[src/rtl/pwm10_pkg.sv]
package pwm10_pkg;

    localparam int TMR_W  = 8;
    localparam int SUB_W  = 2;
    localparam int BASE_W = TMR_W + SUB_W;
    localparam int PRE_W  = 4;

    typedef enum logic [1:0] {
        PS_DIV1   = 2'b00,
        PS_DIV4   = 2'b01,
        PS_DIV16  = 2'b10,
        PS_DIV16B = 2'b11
    } presc_e;

    typedef struct packed {
        logic [TMR_W-1:0] tmr;
        logic [SUB_W-1:0] sub;
    } tbase_t;

    // last prescaler count before a sub-count step (divide - 1)
    function automatic logic [PRE_W-1:0] presc_last(input logic [1:0] sel);
        case (presc_e'(sel))
            PS_DIV1: presc_last = PRE_W'(0);
            PS_DIV4: presc_last = PRE_W'(3);
            default: presc_last = PRE_W'(15);
        endcase
    endfunction

    function automatic logic [BASE_W-1:0] base_flat(input tbase_t b);
        base_flat = {b.tmr, b.sub};
    endfunction

endpackage

[src/rtl/pwm10_prescale.sv]
module pwm10_prescale
    import pwm10_pkg::*;
(
    input  logic       clk,
    input  logic       rst,
    input  logic       en,
    input  logic [1:0] sel,
    output logic       step
);

    logic [PRE_W-1:0] cnt;
    logic [PRE_W-1:0] last;

    always_comb last = presc_last(sel);

    // >= keeps the divider safe when the select shrinks mid-count
    assign step = en && (cnt >= last);

    always_ff @(posedge clk) begin
        if (rst || !en) begin
            cnt <= '0;
        end else if (step) begin
            cnt <= '0;
        end else begin
            cnt <= cnt + PRE_W'(1);
        end
    end

    AST_STEP_GAP: assert property (@(posedge clk) disable iff (rst)
        (step && sel != 2'b00) |=> (sel == 2'b00 || !step))
        else $error("prescaler stepped on consecutive clocks");

endmodule

[src/rtl/pwm10_timebase.sv]
module pwm10_timebase
    import pwm10_pkg::*;
(
    input  logic             clk,
    input  logic             rst,
    input  logic             en,
    input  logic             step,
    input  logic [TMR_W-1:0] period,
    output logic             rollover,
    output tbase_t           base_next
);

    tbase_t            base;
    logic [BASE_W-1:0] incr;

    localparam logic [SUB_W-1:0] SUB_TOP = '1;

    assign rollover = step && (base.sub == SUB_TOP) && (base.tmr == period);

    always_comb begin
        incr = base_flat(base) + BASE_W'(1);
        if (!step) begin
            base_next = base;
        end else if (rollover) begin
            base_next = '0;
        end else begin
            base_next = tbase_t'(incr);
        end
    end

    always_ff @(posedge clk) begin
        if (rst || !en) begin
            base <= '0;
        end else begin
            base <= base_next;
        end
    end

    AST_ROLL_ZERO: assert property (@(posedge clk) disable iff (rst)
        rollover |=> (base_flat(base) == '0))
        else $error("time base not cleared after rollover");

    AST_BASE_HOLD: assert property (@(posedge clk) disable iff (rst)
        (en && !step) |=> $stable(base))
        else $error("time base moved without a prescaler step");

endmodule

[src/rtl/pwm10_duty_buf.sv]
module pwm10_duty_buf
    import pwm10_pkg::*;
(
    input  logic              clk,
    input  logic              rst,
    input  logic              hi_we,
    input  logic [TMR_W-1:0]  hi_d,
    input  logic              lo_we,
    input  logic [SUB_W-1:0]  lo_d,
    input  logic              latch,
    output logic [BASE_W-1:0] master,
    output logic [BASE_W-1:0] active
);

    always_ff @(posedge clk) begin
        if (rst) begin
            master <= '0;
        end else begin
            if (hi_we) master[BASE_W-1:SUB_W] <= hi_d;
            if (lo_we) master[SUB_W-1:0]      <= lo_d;
        end
    end

    always_ff @(posedge clk) begin
        if (rst) begin
            active <= '0;
        end else if (latch) begin
            active <= master;
        end
    end

    AST_ACTIVE_HOLD: assert property (@(posedge clk) disable iff (rst)
        !latch |=> $stable(active))
        else $error("active duty changed inside a period");

    AST_LATCH_COPY: assert property (@(posedge clk) disable iff (rst)
        latch |=> (active == $past(master)))
        else $error("active duty not loaded from master at rollover");

    AST_HI_ONLY: assert property (@(posedge clk) disable iff (rst)
        (hi_we && !lo_we) |=> (master[SUB_W-1:0] == $past(master[SUB_W-1:0])))
        else $error("upper write disturbed lower duty bits");

endmodule

[src/rtl/pwm10_out_stage.sv]
module pwm10_out_stage
    import pwm10_pkg::*;
(
    input  logic              clk,
    input  logic              rst,
    input  logic              en,
    input  logic              step,
    input  logic              rollover,
    input  tbase_t            base_next,
    input  logic [BASE_W-1:0] duty_now,
    input  logic [BASE_W-1:0] duty_new,
    output logic              pwm_q
);

    logic hit;

    assign hit = step && (base_flat(base_next) == duty_now);

    always_ff @(posedge clk) begin
        if (rst || !en) begin
            pwm_q <= 1'b0;
        end else if (rollover) begin
            pwm_q <= (duty_new != '0);
        end else if (hit) begin
            pwm_q <= 1'b0;
        end
    end

    AST_OFF_DISABLED: assert property (@(posedge clk) disable iff (rst)
        !en |=> !pwm_q)
        else $error("output high while disabled");

    AST_ZERO_NO_SET: assert property (@(posedge clk) disable iff (rst)
        (rollover && duty_new == '0) |=> !pwm_q)
        else $error("output set with zero duty");

    AST_RISE_AT_ROLL: assert property (@(posedge clk) disable iff (rst)
        $rose(pwm_q) |-> $past(rollover))
        else $error("output rose away from a period boundary");

endmodule

[src/rtl/pwm10_gen.sv]
module pwm10_gen
    import pwm10_pkg::*;
(
    input  logic              clk,
    input  logic              rst,
    input  logic              mode_en,
    input  logic [1:0]        presc_sel,
    input  logic [TMR_W-1:0]  period,
    input  logic              duty_hi_we,
    input  logic [TMR_W-1:0]  duty_hi,
    input  logic              duty_lo_we,
    input  logic [SUB_W-1:0]  duty_lo,
    output logic              pwm_out,
    output logic [BASE_W-1:0] duty_active
);

    logic              step;
    logic              rollover;
    tbase_t            base_next;
    logic [BASE_W-1:0] duty_master;

    pwm10_prescale u_pre (
        .clk  (clk),
        .rst  (rst),
        .en   (mode_en),
        .sel  (presc_sel),
        .step (step)
    );

    pwm10_timebase u_tb (
        .clk       (clk),
        .rst       (rst),
        .en        (mode_en),
        .step      (step),
        .period    (period),
        .rollover  (rollover),
        .base_next (base_next)
    );

    pwm10_duty_buf u_duty (
        .clk    (clk),
        .rst    (rst),
        .hi_we  (duty_hi_we),
        .hi_d   (duty_hi),
        .lo_we  (duty_lo_we),
        .lo_d   (duty_lo),
        .latch  (rollover),
        .master (duty_master),
        .active (duty_active)
    );

    pwm10_out_stage u_out (
        .clk       (clk),
        .rst       (rst),
        .en        (mode_en),
        .step      (step),
        .rollover  (rollover),
        .base_next (base_next),
        .duty_now  (duty_active),
        .duty_new  (duty_master),
        .pwm_q     (pwm_out)
    );

    AST_RESET_STATE: assert property (@(posedge clk)
        rst |=> (!pwm_out && duty_active == '0))
        else $error("reset state wrong");

endmodule

[config.mk]
export PLATFORM = sky130hd
export DESIGN_NAME = pwm10_gen
export DESIGN_NICKNAME = d
export VERILOG_FILES = /design/src/rtl/pwm10_pkg.sv /design/src/rtl/pwm10_prescale.sv /design/src/rtl/pwm10_timebase.sv /design/src/rtl/pwm10_duty_buf.sv /design/src/rtl/pwm10_out_stage.sv /design/src/rtl/pwm10_gen.sv
export SDC_FILE = /design/constraint.sdc
export NUM_CORES = 1
export LEC_CHECK = 0
export ABC_AREA = 1
export BUFFER_PORTS_ARGS = -buffer_cell sky130_fd_sc_hd__buf_2
export CORE_ASPECT_RATIO = 0.75
export CORE_MARGIN = 5
export CORE_UTILIZATION = 30
export CTS_BUF_LIST = sky130_fd_sc_hd__clkbuf_8
export DETAILED_ROUTE_END_ITERATION = 7
export GPL_TIMING_DRIVEN = 0
export PLACE_DENSITY = 0.5
export SLEW_MARGIN = 40
export SYNTH_ARGS = -nofsm -noshare
export SYNTH_HDL_FRONTEND = slang
export SYNTH_SLANG_ARGS = --single-unit
[constraint.sdc]
create_clock -name clk -period 2.8 [get_ports clk]
set_input_delay 0.14 -clock clk [delete_from_list [all_inputs] [get_ports clk]]
set_output_delay 0.14 -clock clk [all_outputs]
set_load 0.01 [all_outputs]
== After elaboration in Yosys (flattened, before gate mapping) ==
Cells that the tools add are included.
Word-level totals
  register bits after elaboration: 35
  logic and storage cells: 29
  input port bits: 25
  output and inout bits: 11
Operators by class
  add/subtract/negate cells: 2
  order comparisons: 1
  reduce and logical (&&, ||, !) cells: 10
  eq/ne operators: 4
  mux-type cells: 5
Operator list (count)
  two-way mux 10 bit: 2
  adder 10 x 1 -> 10 bit (second input constant): 1
  equality test 10 bit: 1
  nonzero test 10 bit: 1
  equality test 8 bit: 1
  one-hot mux 4 bit (2 select lines): 1
  adder 4 x 1 -> 4 bit (second input constant): 1
  >= comparator 4 bit: 1
  logical AND 1 bit: 4
  equality test 2 x 1 -> 1 bit (second input constant): 1
  equality test 2 bit (second input constant): 1
  zero test 2 bit: 1
  two-way mux 1 bit: 2
  nonzero test 2 bit: 1
  OR reduction 2 bit: 1
  zero test 1 bit: 1
  logical OR 1 bit: 1

== Depth between registers and ports, before layout ==
  word-level depth: 12
  mapped depth: 19
  depth with buffers taken out: 18

== By module ==
A second synthesis with hierarchy kept.
Unflattened totals
  cell total of the unflattened synthesis: 374
  area, all modules: 2232.1 um2
Modules (own cells, without submodules)
  pwm10_duty_buf: cells each 127, sequential area each 400.4 um2, area an instance 865.8 um2, times used 1
  pwm10_timebase: cells each 137, sequential area each 200.2 um2, area an instance 782.0 um2, times used 1
  pwm10_out_stage: cells each 72, sequential area each 20.0 um2, area an instance 304.0 um2, times used 1
  pwm10_prescale: cells each 38, sequential area each 80.1 um2, area an instance 280.3 um2, times used 1

== Least setup slack after synthesis ==
No wires, ideal clock.
  path kind: register to register
  start point: register u_pre.cnt[0]
  end point: register u_out.pwm_q
  clock period less this slack: 1914 ps
  path slack: 886 ps
  data arrival time: 1782 ps
  path buffers: 1
  library setup time: 132 ps
  required time: 2668 ps
  cell stages (with the launch flop): 16
  path through: dfxtp_1 > inv_1 > ha_1 > nand4_1 > nand3_2 > nand2_2 > nor2_4 > nand2_4 > buf_6 > nand2_2 > nand2_1 > nand3_1 > nor2_1 > nand3_1 > o21bai_1 > a21oi_1
Between the ends
  word-level cells in the longest chain between the ends: 9
RTL lines
  from (decl): line pwm10_prescale.sv:11  | logic [PRE_W-1:0] cnt;
  from (signal assigned): line pwm10_prescale.sv:25  | cnt <= cnt + PRE_W'(1);
  >= comparator 4 bit (*): line pwm10_prescale.sv:17  | assign step = en && (cnt >= last);
  logical AND 1 bit (*): line pwm10_prescale.sv:17
  logical AND 1 bit (2 in a row): line pwm10_timebase.sv:18  | assign rollover = step && (base.sub == SUB_TOP) && (base.tmr == period);
  two-way mux 10 bit: line pwm10_timebase.sv:24  | end else if (rollover) begin
  two-way mux 10 bit: line pwm10_timebase.sv:22  | if (!step) begin
  equality test 10 bit: line pwm10_out_stage.sv:17  | assign hit = step && (base_flat(base_next) == duty_now);
  logical AND 1 bit: line pwm10_out_stage.sv:17
  nonzero test 2 bit (no source line)
  to (signal assigned): line pwm10_out_stage.sv:23  | pwm_q <= (duty_new != '0);
  to (decl): line pwm10_out_stage.sv:12  | output logic pwm_q
Every way passes the cells marked *; elsewhere a longest branch is shown, timed or not.
A chain may end at the register's enable or synchronous reset.

== Worst setup path in the final report ==
Same ends and word-level chain as after synthesis.

==> flow_summary.ini <==
[clock_tree]
cts_buffer_depth = 2
post_cts_buffers = 0
ctsResizeCount = 0
cts_hold_buf = 0
cts_tree = built
cts_sinks = 35
htree_num_levels = 2
path_clk_slew_ps = 70
root_buffer = clkbuf_8
cts_buffers = 5
clkLatencyLatePin_ps = 290

[sta]
relSlewSlack = 0.647
setup_tns_ps = 0
max_freq_mhz = 437
fin_skew_ps = 4.60
setup_violations = 0
drv_slew = 0
rsz0062_at_grt = false
tightest_slew_ps = 529
fin_crit_ps = 2290
finalHoldViolCount = 0
finalCritPeriodShare = 0.818

[floorplanning]
rows = 25
core-area_sq_um = 6350
start_util = 0.312
ios = 36
die_y_um = 80.4
die_w_um = 104
die-area_sq_um = 8350

[placed_design]
gp_congestion = 0.831
hpwl_mm = 3.87
io_buffer_count = 34
placed_area_sq_um = 2250

[worst_setup_path]
cp_max_fo = 10
critPathArrivalTime_ps = 2450
crit_family = simple AND/OR/NAND/NOR gates
cp-start-kind = register
cp-startpoint = u_pre.cnt[0]
cp-end-kind = register
r2r_end = u_out.pwm_q
crit_buf_inv = 2
critPathCapture = u_out.pwm_q
reg2reg_slack_ps = 510
max_stage_delay_ps = 380
worstPathRequired_ps = 2960
crit_chain = inv_1 > ha_1 > nand4_1 > nand3_2 > nand2_2 > nor2_4 > nand2_4 > buf_6 > nand3_2 > nand2_1 > nand2_1 > nor2_1 > nand3_1 > o21bai_1 > a21oi_1
r2r_start = u_pre.cnt[0]
slowest_stage = dfxtp_1
critPathKind = reg2reg
rr_worst_depth = 15
crit_cells = 15

[logic_synthesis]
synthFlopType = dfxtp_1
synth_area_sq_um = 1980
synth_cells = 285
synth.avg_cell_area_sq_um = 6.95
yosys_warnings = 0
yosysMostFrequentCell = nand2_1
synth_common_cells = 51 x nand2_1, 45 x nor2_1, 35 x dfxtp_1
synth_edf_count = 0
synthArstFlopShare = 0
synth.distinct_cells = 32
ys_top_cells_by_area = dfxtp_1 35%, nand2_1 9.7%, nor2_1 8.5%
yosysSeqAreaShare = 0.354
postSynthRegisterBits = 35
yosys.area.top_type = dfxtp_1
yosys.area.top_type_share = 0.354
synth_nets = 316

[pwr]
power.share.combinational = 0.075
p_per_area_nw_per_um2 = 479
switching_share = 0.215
ir_drop_v = 0.000168
seq_power_share = 0.453
power.internal_mw = 0.898
pwr-share-clk = 0.472
p_leak_nw = 1.09
switchingPower_mw = 0.246

[final_layout]
fin_area_sq_um = 2390
layout-drive-gt1-share = 0.190
antenna_cells = 0
area_delta_synth_final_pct = 20.4
nets = 357
final_core_util = 0.376

[grt]
grt_pass1_vias = 1694
grt_pass1_wl_mm = 8.22
grt-ovfl-total = 0
track_usage = 0.122
grt_max_degree = 12
antenna_found_initial = 0

[routing]
drc = 0
detail-route-antenna-nets = 0
viasPerCell = 4.55
vias = 1855
drtIter0Drc = 127
routedWlPerCell_um = 12.0
wirelength_mm = 4.90
dr.pass1.iters = 4

[job]
drv_cap = 0

[min_path]
hold_depth = 3
hp-start = duty_lo[0]
holdCritPathClass = in2reg

[outcome]
status = completed
==> how the worst min path moves through the flow <==
stage,endpoint
final,u_duty.master[0]
after global routing,u_duty.master[3]
after CTS,u_duty.master[0]
after detailed placement,u_duty.master[0]
after global placement,u_duty.master[3]
after floorplan,u_duty.master[3]
==> kinds of logic after synthesis <==
logic type,synth area share
fa+ha+maj,0.0379
buf+inv,0.102
flops,0.354
simple gates,0.334
xor+xnor,0.0663
compound gates,0.106
==> worst min-delay path, cell delays in order <==
cell and delay [ps]:
buf_2 70, nor2_1 30, nor2_1 80
==> per-stage QoR <==
step                      total power [mW]  hold WS [ps]  instances  setup slack (ps)
after floorplan                      0.581           275        285               886
after global placement               0.615           364        400               501
after detailed placement             0.616           366        400               516
after CTS                             1.16          61.7        408               496
after global routing                  1.20          57.8        408               361
final                                 1.14          66.2        408               509
==> per-layer routing <==
layer,up-vias,global-route usage,share of wire
met1,799,0.180,0.53
li1,1005,-,-
met2,46,0.164,0.40
met5,-,0,0
met3,5,0.0450,0.066
met4,0,0.0298,0.0086
==> sequential cells by signal, summed over array words and instances (netlist names) <==
signal and flops:
u_duty.master 10, u_tb.base 10, u_out.pwm_q 1, u_pre.cnt 4, u_duty.active 10
==> placed cells by master (no fill, tap or decap), drive strengths merged <==
| master | instances |
|---|---|
| o31ai | 1 |
| ha | 6 |
| clkbuf | 8 |
| xor2 | 7 |
| xnor2 | 8 |
| nor2 | 47 |
| buf | 42 |
| dfxtp | 35 |
| o21ai | 22 |
| a21oi | 15 |
| clkinv | 1 |
| nand4 | 13 |
| nand3 | 22 |
| inv | 35 |
| a31oi | 1 |
| nor3 | 3 |
| nor4 | 2 |
| nand3b | 2 |
| bufinv | 2 |
| nand2 | 54 |
| o21bai | 1 |
==> final cells by class <==
type / instances / area, sq um
repair buffers: 34 / 170
plain buffers: 11 / 71.3
clock inverters: 3 / 63.8
well taps: 81 / 101
multi-input cells: 204 / 1080
flip-flops and latches: 35 / 701
clock buffers: 5 / 68.8
inverters: 35 / 131
fillers: 689 / 3960
==> power groups by stage <==
stage | combinational, mW | sequential (mW) | clock, mW
floorplan | 0.0544 | 0.526 | 0
global placement | 0.0857 | 0.529 | 0
detailed placement | 0.0870 | 0.529 | 0
CTS | 0.0876 | 0.518 | 0.551
global route | 0.0999 | 0.519 | 0.579
finish | 0.0861 | 0.518 | 0.540
(Power assumes the default switching activity.)
